==> src/rtl/tbx_ser_pkg.sv <==
package tbx_ser_pkg;

    // Default framing counts and data width
    localparam int unsigned DEF_DATA_W    = 8;
    localparam int unsigned DEF_SOF_ZEROS = 10;
    localparam int unsigned DEF_SOF_ONES  = 2;
    localparam int unsigned DEF_EOF_ZEROS = 10;
    localparam int unsigned DEF_EOF_ONES  = 1;
    localparam int unsigned DEF_PAD_ONES  = 8;

    // Which section of the frame the sequencer is currently driving
    typedef enum logic [2:0] {
        PH_IDLE,
        PH_ARMED,
        PH_SOF,
        PH_CHAR,
        PH_GAP,
        PH_EOF,
        PH_PAD
    } phase_e;

    // Request from the sequencer to the line register
    typedef struct packed {
        logic fire;   // drive a new bit this tick
        logic level;  // logical level of that bit
        logic fin;    // frame closes at this tick
    } emit_t;

    function automatic int unsigned max_of3(int unsigned a, int unsigned b, int unsigned c);
        int unsigned m;
        m = (a > b) ? a : b;
        return (m > c) ? m : c;
    endfunction

    function automatic int unsigned width_for(int unsigned top_value);
        return (top_value < 2) ? 1 : $clog2(top_value + 1);
    endfunction

endpackage

==> src/rtl/tbx_byte_stage.sv <==
module tbx_byte_stage #(
    parameter int unsigned DATA_W = 8
) (
    input  logic              clk,
    input  logic              rst,
    input  logic              cmd_valid,
    input  logic [DATA_W-1:0] cmd_byte,
    input  logic              cmd_last,
    output logic              cmd_ready,
    input  logic              open_win,
    input  logic              take,
    output logic              avail,
    output logic [DATA_W-1:0] avail_byte,
    output logic              avail_last
);

    logic              full_q;
    logic [DATA_W-1:0] byte_q;
    logic              last_q;
    logic              fire;

    assign cmd_ready  = open_win && !full_q;
    assign fire       = cmd_valid && cmd_ready;
    // A byte handed over at the same edge as it is consumed bypasses the holder
    assign avail      = full_q || fire;
    assign avail_byte = full_q ? byte_q : cmd_byte;
    assign avail_last = full_q ? last_q : cmd_last;

    always_ff @(posedge clk) begin
        if (rst) begin
            full_q <= 1'b0;
            byte_q <= '0;
            last_q <= 1'b0;
        end else if (take) begin
            full_q <= 1'b0;
        end else if (fire) begin
            full_q <= 1'b1;
            byte_q <= cmd_byte;
            last_q <= cmd_last;
        end
    end

    // the sequencer only consumes a byte that exists
    p_take_has_byte_r5 : assert property (@(posedge clk) disable iff (rst)
        take |-> avail)
        else $error("p_take_has_byte_r5");

    // a held byte stays until it is consumed
    p_hold_until_take_r6 : assert property (@(posedge clk) disable iff (rst)
        (full_q && !take) |=> full_q)
        else $error("p_hold_until_take_r6");

endmodule

==> src/rtl/tbx_bit_sequencer.sv <==
module tbx_bit_sequencer
    import tbx_ser_pkg::*;
#(
    parameter int unsigned DATA_W    = DEF_DATA_W,
    parameter int unsigned SOF_ZEROS = DEF_SOF_ZEROS,
    parameter int unsigned SOF_ONES  = DEF_SOF_ONES,
    parameter int unsigned EOF_ZEROS = DEF_EOF_ZEROS,
    parameter int unsigned EOF_ONES  = DEF_EOF_ONES,
    parameter int unsigned PAD_ONES  = DEF_PAD_ONES
) (
    input  logic              clk,
    input  logic              rst,
    input  logic              bit_tick,
    input  logic              avail,
    input  logic [DATA_W-1:0] avail_byte,
    input  logic              avail_last,
    output logic              open_win,
    output logic              take,
    output emit_t             emit,
    output logic              frame_busy
);

    localparam int unsigned SOF_LEN  = SOF_ZEROS + SOF_ONES;
    localparam int unsigned CHAR_LEN = DATA_W + 2;
    localparam int unsigned EOF_LEN  = EOF_ZEROS + EOF_ONES;
    localparam int unsigned CNT_MAX  = max_of3(SOF_LEN, CHAR_LEN, max_of3(EOF_LEN, PAD_ONES, 1));
    localparam int unsigned CNT_W    = width_for(CNT_MAX);

    localparam logic [CNT_W-1:0] C_SOF_END  = CNT_W'(SOF_LEN - 1);
    localparam logic [CNT_W-1:0] C_SOF_Z    = CNT_W'(SOF_ZEROS);
    localparam logic [CNT_W-1:0] C_STOP     = CNT_W'(CHAR_LEN - 1);
    localparam logic [CNT_W-1:0] C_LAST_DAT = CNT_W'(DATA_W);
    localparam logic [CNT_W-1:0] C_EOF_END  = CNT_W'(EOF_LEN - 1);
    localparam logic [CNT_W-1:0] C_EOF_Z    = CNT_W'(EOF_ZEROS);
    localparam logic [CNT_W-1:0] C_PAD_END  = CNT_W'(PAD_ONES - 1);

    phase_e            phase_q, phase_d;
    logic [CNT_W-1:0]  cnt_q, cnt_d, cnt_nx;
    logic [DATA_W-1:0] shift_q, shift_d;
    logic              last_q, last_d;
    logic              begin_char;

    assign cnt_nx     = cnt_q + 1'b1;
    assign frame_busy = (phase_q != PH_IDLE);
    assign open_win   = (phase_q == PH_IDLE) || (phase_q == PH_GAP) ||
                        ((phase_q == PH_CHAR) && (cnt_q == C_STOP) && !last_q);

    always_comb begin
        phase_d    = phase_q;
        cnt_d      = cnt_q;
        shift_d    = shift_q;
        last_d     = last_q;
        take       = 1'b0;
        emit       = '0;
        begin_char = 1'b0;
        unique case (phase_q)
            PH_IDLE: begin
                if (avail) begin
                    if (bit_tick) begin
                        phase_d    = PH_SOF;
                        cnt_d      = '0;
                        emit.fire  = 1'b1;
                        emit.level = 1'b0;
                    end else begin
                        phase_d = PH_ARMED;
                    end
                end
            end
            PH_ARMED: begin
                if (bit_tick) begin
                    phase_d    = PH_SOF;
                    cnt_d      = '0;
                    emit.fire  = 1'b1;
                    emit.level = 1'b0;
                end
            end
            PH_SOF: begin
                if (bit_tick) begin
                    if (cnt_q == C_SOF_END) begin
                        begin_char = 1'b1;
                    end else begin
                        cnt_d      = cnt_nx;
                        emit.fire  = 1'b1;
                        emit.level = (cnt_nx >= C_SOF_Z);
                    end
                end
            end
            PH_CHAR: begin
                if (bit_tick) begin
                    if (cnt_q == C_STOP) begin
                        if (last_q) begin
                            phase_d    = PH_EOF;
                            cnt_d      = '0;
                            emit.fire  = 1'b1;
                            emit.level = (EOF_ZEROS == 0);
                        end else if (avail) begin
                            begin_char = 1'b1;
                        end else begin
                            phase_d    = PH_GAP;
                            emit.fire  = 1'b1;
                            emit.level = 1'b1;
                        end
                    end else begin
                        cnt_d     = cnt_nx;
                        emit.fire = 1'b1;
                        if (cnt_q == C_LAST_DAT) begin
                            emit.level = 1'b1;
                        end else begin
                            emit.level = shift_q[0];
                            shift_d    = {1'b0, shift_q[DATA_W-1:1]};
                        end
                    end
                end
            end
            PH_GAP: begin
                if (bit_tick) begin
                    if (avail) begin
                        begin_char = 1'b1;
                    end else begin
                        emit.fire  = 1'b1;
                        emit.level = 1'b1;
                    end
                end
            end
            PH_EOF: begin
                if (bit_tick) begin
                    emit.fire = 1'b1;
                    if (cnt_q == C_EOF_END) begin
                        phase_d    = PH_PAD;
                        cnt_d      = '0;
                        emit.level = 1'b1;
                    end else begin
                        cnt_d      = cnt_nx;
                        emit.level = (cnt_nx >= C_EOF_Z);
                    end
                end
            end
            PH_PAD: begin
                if (bit_tick) begin
                    if (cnt_q == C_PAD_END) begin
                        phase_d  = PH_IDLE;
                        cnt_d    = '0;
                        emit.fin = 1'b1;
                    end else begin
                        cnt_d      = cnt_nx;
                        emit.fire  = 1'b1;
                        emit.level = 1'b1;
                    end
                end
            end
            default: phase_d = PH_IDLE;
        endcase

        if (begin_char) begin
            take       = 1'b1;
            shift_d    = avail_byte;
            last_d     = avail_last;
            phase_d    = PH_CHAR;
            cnt_d      = '0;
            emit.fire  = 1'b1;
            emit.level = 1'b0;
        end
    end

    always_ff @(posedge clk) begin
        if (rst) begin
            phase_q <= PH_IDLE;
            cnt_q   <= '0;
            shift_q <= '0;
            last_q  <= 1'b0;
        end else begin
            phase_q <= phase_d;
            cnt_q   <= cnt_d;
            shift_q <= shift_d;
            last_q  <= last_d;
        end
    end

    // bits are only produced at a tick
    p_emit_on_tick_r11 : assert property (@(posedge clk) disable iff (rst)
        emit.fire |-> bit_tick)
        else $error("p_emit_on_tick_r11");

    // the frame only closes out of the trailing-ones section
    p_close_from_pad_r10 : assert property (@(posedge clk) disable iff (rst)
        emit.fin |=> !frame_busy && $past(phase_q == PH_PAD))
        else $error("p_close_from_pad_r10");

    // the last character is followed by the end-of-frame marker
    p_last_leads_eof_r8 : assert property (@(posedge clk) disable iff (rst)
        (phase_q == PH_CHAR && cnt_q == C_STOP && last_q && bit_tick) |=> (phase_q == PH_EOF))
        else $error("p_last_leads_eof_r8");

endmodule

==> src/rtl/tbx_line_drive.sv <==
module tbx_line_drive
    import tbx_ser_pkg::*;
(
    input  logic  clk,
    input  logic  rst,
    input  emit_t emit,
    output logic  mod_out,
    output logic  frame_done
);

    logic mod_q;
    logic done_q;

    // The register holds the inverted level so rest (logical 1) means carrier on
    always_ff @(posedge clk) begin
        if (rst) begin
            mod_q  <= 1'b0;
            done_q <= 1'b0;
        end else begin
            if (emit.fire) begin
                mod_q <= ~emit.level;
            end
            done_q <= emit.fin;
        end
    end

    assign mod_out    = mod_q;
    assign frame_done = done_q;

    // the done pulse lasts one clock
    p_done_single_r10 : assert property (@(posedge clk) disable iff (rst)
        frame_done |=> !frame_done)
        else $error("p_done_single_r10");

endmodule

==> src/rtl/tbx_frame_serializer.sv <==
module tbx_frame_serializer
    import tbx_ser_pkg::*;
#(
    parameter int unsigned DATA_W    = DEF_DATA_W,
    parameter int unsigned SOF_ZEROS = DEF_SOF_ZEROS,
    parameter int unsigned SOF_ONES  = DEF_SOF_ONES,
    parameter int unsigned EOF_ZEROS = DEF_EOF_ZEROS,
    parameter int unsigned EOF_ONES  = DEF_EOF_ONES,
    parameter int unsigned PAD_ONES  = DEF_PAD_ONES
) (
    input  logic              clk,
    input  logic              rst,
    input  logic              bit_tick,
    input  logic              cmd_valid,
    input  logic [DATA_W-1:0] cmd_byte,
    input  logic              cmd_last,
    output logic              cmd_ready,
    output logic              mod_out,
    output logic              frame_busy,
    output logic              frame_done
);

    logic              open_win;
    logic              take;
    logic              avail;
    logic [DATA_W-1:0] avail_byte;
    logic              avail_last;
    emit_t             emit;

    tbx_byte_stage #(
        .DATA_W (DATA_W)
    ) u_stage (
        .clk        (clk),
        .rst        (rst),
        .cmd_valid  (cmd_valid),
        .cmd_byte   (cmd_byte),
        .cmd_last   (cmd_last),
        .cmd_ready  (cmd_ready),
        .open_win   (open_win),
        .take       (take),
        .avail      (avail),
        .avail_byte (avail_byte),
        .avail_last (avail_last)
    );

    tbx_bit_sequencer #(
        .DATA_W    (DATA_W),
        .SOF_ZEROS (SOF_ZEROS),
        .SOF_ONES  (SOF_ONES),
        .EOF_ZEROS (EOF_ZEROS),
        .EOF_ONES  (EOF_ONES),
        .PAD_ONES  (PAD_ONES)
    ) u_seq (
        .clk        (clk),
        .rst        (rst),
        .bit_tick   (bit_tick),
        .avail      (avail),
        .avail_byte (avail_byte),
        .avail_last (avail_last),
        .open_win   (open_win),
        .take       (take),
        .emit       (emit),
        .frame_busy (frame_busy)
    );

    tbx_line_drive u_line (
        .clk        (clk),
        .rst        (rst),
        .emit       (emit),
        .mod_out    (mod_out),
        .frame_done (frame_done)
    );

    // outside a frame the carrier is left on
    p_idle_carrier_r1 : assert property (@(posedge clk) disable iff (rst)
        !frame_busy |-> (mod_out == 1'b0))
        else $error("p_idle_carrier_r1");

    // the line holds between ticks
    p_line_holds_r11 : assert property (@(posedge clk) disable iff (rst)
        !$past(bit_tick) |-> $stable(mod_out))
        else $error("p_line_holds_r11");

    // a closed byte window only reopens at a tick
    p_ready_on_tick_r6 : assert property (@(posedge clk) disable iff (rst)
        (!cmd_ready && !bit_tick) |=> !cmd_ready)
        else $error("p_ready_on_tick_r6");

endmodule

==> config.mk <==
export PLATFORM = sky130hd
export DESIGN_NAME = tbx_frame_serializer
export DESIGN_NICKNAME = d
export VERILOG_FILES = /design/src/rtl/tbx_ser_pkg.sv /design/src/rtl/tbx_byte_stage.sv /design/src/rtl/tbx_bit_sequencer.sv /design/src/rtl/tbx_line_drive.sv /design/src/rtl/tbx_frame_serializer.sv
export SDC_FILE = /design/constraint.sdc
export NUM_CORES = 1
export LEC_CHECK = 0
export BUFFER_PORTS_ARGS = -buffer_cell sky130_fd_sc_hd__buf_2
export CORE_UTILIZATION = 40
export DETAILED_ROUTE_END_ITERATION = 12
export PLACE_DENSITY = 0.63
export SYNTH_ARGS = -nofsm -noshare
export SYNTH_HDL_FRONTEND = slang
export SYNTH_SLANG_ARGS = --single-unit
==> constraint.sdc <==
create_clock -name clk -period 2 [get_ports clk]
set_clock_uncertainty 0.15 [all_clocks]
set_input_delay 0.2 -clock clk [delete_from_list [all_inputs] [get_ports clk]]
set_output_delay 0.2 -clock clk [all_outputs]
set_load 0.01 [all_outputs]
==> impl_metrics.tcl <==
set metrics [dict create \
    synth_top_cell_area_share 0.303 \
    critical_path.max_fanout 4 \
    r2r-start "u_seq.cnt_q[1]$_SDFFE_PP0P_" \
    clk_pin_slew_ps 110 \
    min_period_over_period 1.03 \
    design_area_um2 2550 \
    fin_setup_tns_ps -77.3 \
    slowest_stage "dfxtp_2" \
    clk_path_buf_depth 2 \
    grt_pass1_wl_um 8060 \
    ys_seq_area_frac 0.303 \
    p_leak_nw 1.05 \
    required_ps 2010 \
    io_buffer_count 16 \
    ys_seq_elements 28 \
    layout_commonest_cell "buf_4" \
    status "finished, violations left" \
    finalHoldViolations 0 \
    syn_inst 216 \
    fp-row-count 24 \
    ctsHoldBuffers 0 \
    worst_slack_ps -57.4 \
    hp-class "input port to flop" \
    drt_first_pass_iters 4 \
    power_density_nw_per_um2 927 \
    io_pins 17 \
    post-place-ws_ps -70.5 \
    slew_viol_final 0 \
    fillCellCount 389 \
    dieHeight_um 70.0 \
    clkLatencyLatePin_ps 290 \
    detail-route-antenna-nets 0 \
    routed_wl_um 5190 \
    worstHoldStart "cmd_byte[7]" \
    worst_pin_slew_ps 479 \
    gp_congestion 0.799 \
    cts_tree "yes" \
    fmax_mhz 486 \
    start_util 0.422 \
    cp-start-kind "flop" \
    antenna_found_initial 0 \
    p_total_mw 2.37 \
    synth_edf_count 0 \
    fin_crit_ps 2060 \
    synthArstFlopShare 0 \
    syn_avg_cell_area_um2 8.56 \
    grt_usage 0.201 \
    max-vdd-ir-drop_mv 0.394 \
    path_cells "inv_2 -> ha_4 -> and3b_2 -> o311a_1 -> nor4_4 -> buf_4 -> mux2i_1 -> a21oi_1" \
    r2r_slack_ps -60 \
    setup_violations 2 \
    violations "setup timing" \
    dp_hpwl_um 3370 \
    syn_to_final_growth_pct 38.1 \
    synth_ff_type "dfxtp_1" \
    numCtsBuffers 3 \
    wl_per_cell_um 16.6 \
    h-tree-depth 1 \
    drive_above_1_share 0.396 \
    ctsRootBufferMaster "clkbuf_8" \
    dpl_cell_area_um2 2190 \
    grt_remaining_overflow 0 \
    reg2reg_depth 8 \
    max_stage_delay_ps 360 \
    n_antenna_cell 0 \
    grt_pass1_vias 1715 \
    hold_slack_ps 11.2 \
    clock_sinks 28 \
    ys_types 56 \
    dieArea_um2 4900 \
    yosysWarnings 0 \
    dieWidth_um 70.0 \
    grt_start_max_net_pins 23 \
    holdPathStages 3 \
    path_class "flop to flop" \
    via_per_inst 5.81 \
    slew_headroom 0.681 \
    r2r_end "u_seq.phase_q[1]$_SDFFE_PP0P_" \
    synth.largest_area_cell "dfxtp_1" \
    synth.net_count 233 \
    maxCapViolations 0 \
    cp-end-kind "flop" \
    nets 278 \
    syn_area_um2 1850 \
    via_count 1814 \
    drt-initial-drc-count 125 \
    holdPathEnd "u_stage.byte_q[7]$_SDFFE_PP0P_" \
    coreArea_um2 4380 \
    netlist_top_cells_area "dfxtp_1 30%, a211oi_1 7.7%, mux2i_1 6.5%" \
    drc 0 \
    cp_data_arrival_time_ps 2060 \
    rsz0062_at_grt "true" \
    final_cell_mix "32 x buf_4, 23 x dfxtp_1, 18 x a21oi_1, 16 x nor2_1, 16 x buf_2" \
]
[cells in the mapped netlist, types with 2 or more instances]
master / count
dfxtp_1: 28
a211oi_1: 19
a21oi_1: 19
nor2_1: 16
nand3_1: 13
o21ai_0: 13
mux2i_1: 12
nor2b_1: 10
buf_2: 7
inv_1: 7
nand2_1: 6
clkbuf_1: 5
ha_1: 4
nand2b_1: 4
nand3b_1: 4
and3b_1: 3
buf_4: 3
mux2_2: 2
nor3b_2: 2
o211ai_1: 2
xnor2_1: 2
[cells by family (layout without fill, tap and decap cells)]
group / Yosys count / after routing / share of synthesized area
DFF: 28 / 28 / 0.303
xor gates and xnor gates: 2 / 2 / 0.00948
muxes: 14 / 14 / 0.0772
buffers and inverters: 24 / 68 / 0.0636
and+or+nand+nor: 71 / 71 / 0.234
adders and majority gates: 4 / 4 / 0.0271
AOI/OAI and AO/OA: 73 / 73 / 0.285
[per-stage QoR]
stage                     instances   util
after floorplan                 216      -
after global placement          300  0.500
after detailed placement        300  0.500
after CTS                       305  0.527
after global routing            312  0.582
final                           312  0.582
[power breakdown]
group,internal [mW],switching [mW]
sequential,0.635,0.0801
clock,0.269,0.195
combinational,0.578,0.609
[routing by layer]
layer	part of all wire	wire, µm	track usage
met2	0.47	2440	0.319
met1	0.49	2520	0.285
met3	0.028	147	0.0173
met5	0	0	0
met4	0.016	82	0.0689
[area by class of cell]
| class | count | area, µm² | area share |
|---|---|---|---|
| multi-input combinational | 164 | 1350 | 0.527 |
| timing repair buffer | 57 | 474 | 0.186 |
| sequential | 28 | 569 | 0.223 |
| inverter | 7 | 26.3 | 0.0103 |
| clock buffer | 3 | 41.3 | 0.0162 |
| clock inverter | 1 | 30.0 | 0.0118 |
| tap | 52 | 65.1 | 0.0255 |
[how the worst max path moves through the flow]
stage	startpoint	endpoint	slack (ps)
floorplan	u_seq.cnt_q[1]$_SDFFE_PP0P_	u_stage.byte_q[7]$_SDFFE_PP0P_	10
global placement	u_seq.phase_q[0]$_SDFFE_PP0P_	u_stage.byte_q[2]$_SDFFE_PP0P_	-30
detailed placement	u_seq.phase_q[0]$_SDFFE_PP0P_	u_stage.byte_q[0]$_SDFFE_PP0P_	-70
CTS	u_seq.cnt_q[1]$_SDFFE_PP0P_	u_seq.phase_q[1]$_SDFFE_PP0P_	-20
global route	u_seq.cnt_q[1]$_SDFFE_PP0P_	u_line.mod_out$_SDFFE_PP0P_	-120
finish	u_seq.cnt_q[1]$_SDFFE_PP0P_	u_seq.phase_q[1]$_SDFFE_PP0P_	-60
[flip-flops by register name, indices dropped and copies added (netlist names)]
register and flops:
u_seq.last_q 1, u_line.mod_out 1, u_seq.shift_q 8, u_stage.last_q 1
u_stage.byte_q 8, u_stage.full_q 1, u_seq.phase_q 3, u_seq.cnt_q 4
u_line.frame_done 1
[worst max-delay path: cells and delay by family (launching register included)]
kind,cells,cell delay [ps]
buffers and inverters,2,240
flip-flops,1,360
AO/OA/AOI/OAI,2,420
adder cells (fa/ha/maj),1,150
AND/OR/NAND/NOR,2,440
multiplexers,1,180
[repair_timing]
action,in CTS,in global routing
setup buffers,1,6
resized for setup,9,40
gates cloned,0,1
setup endpoints to repair,16,27
pin swaps,3,10
(Power assumes the default switching activity.)
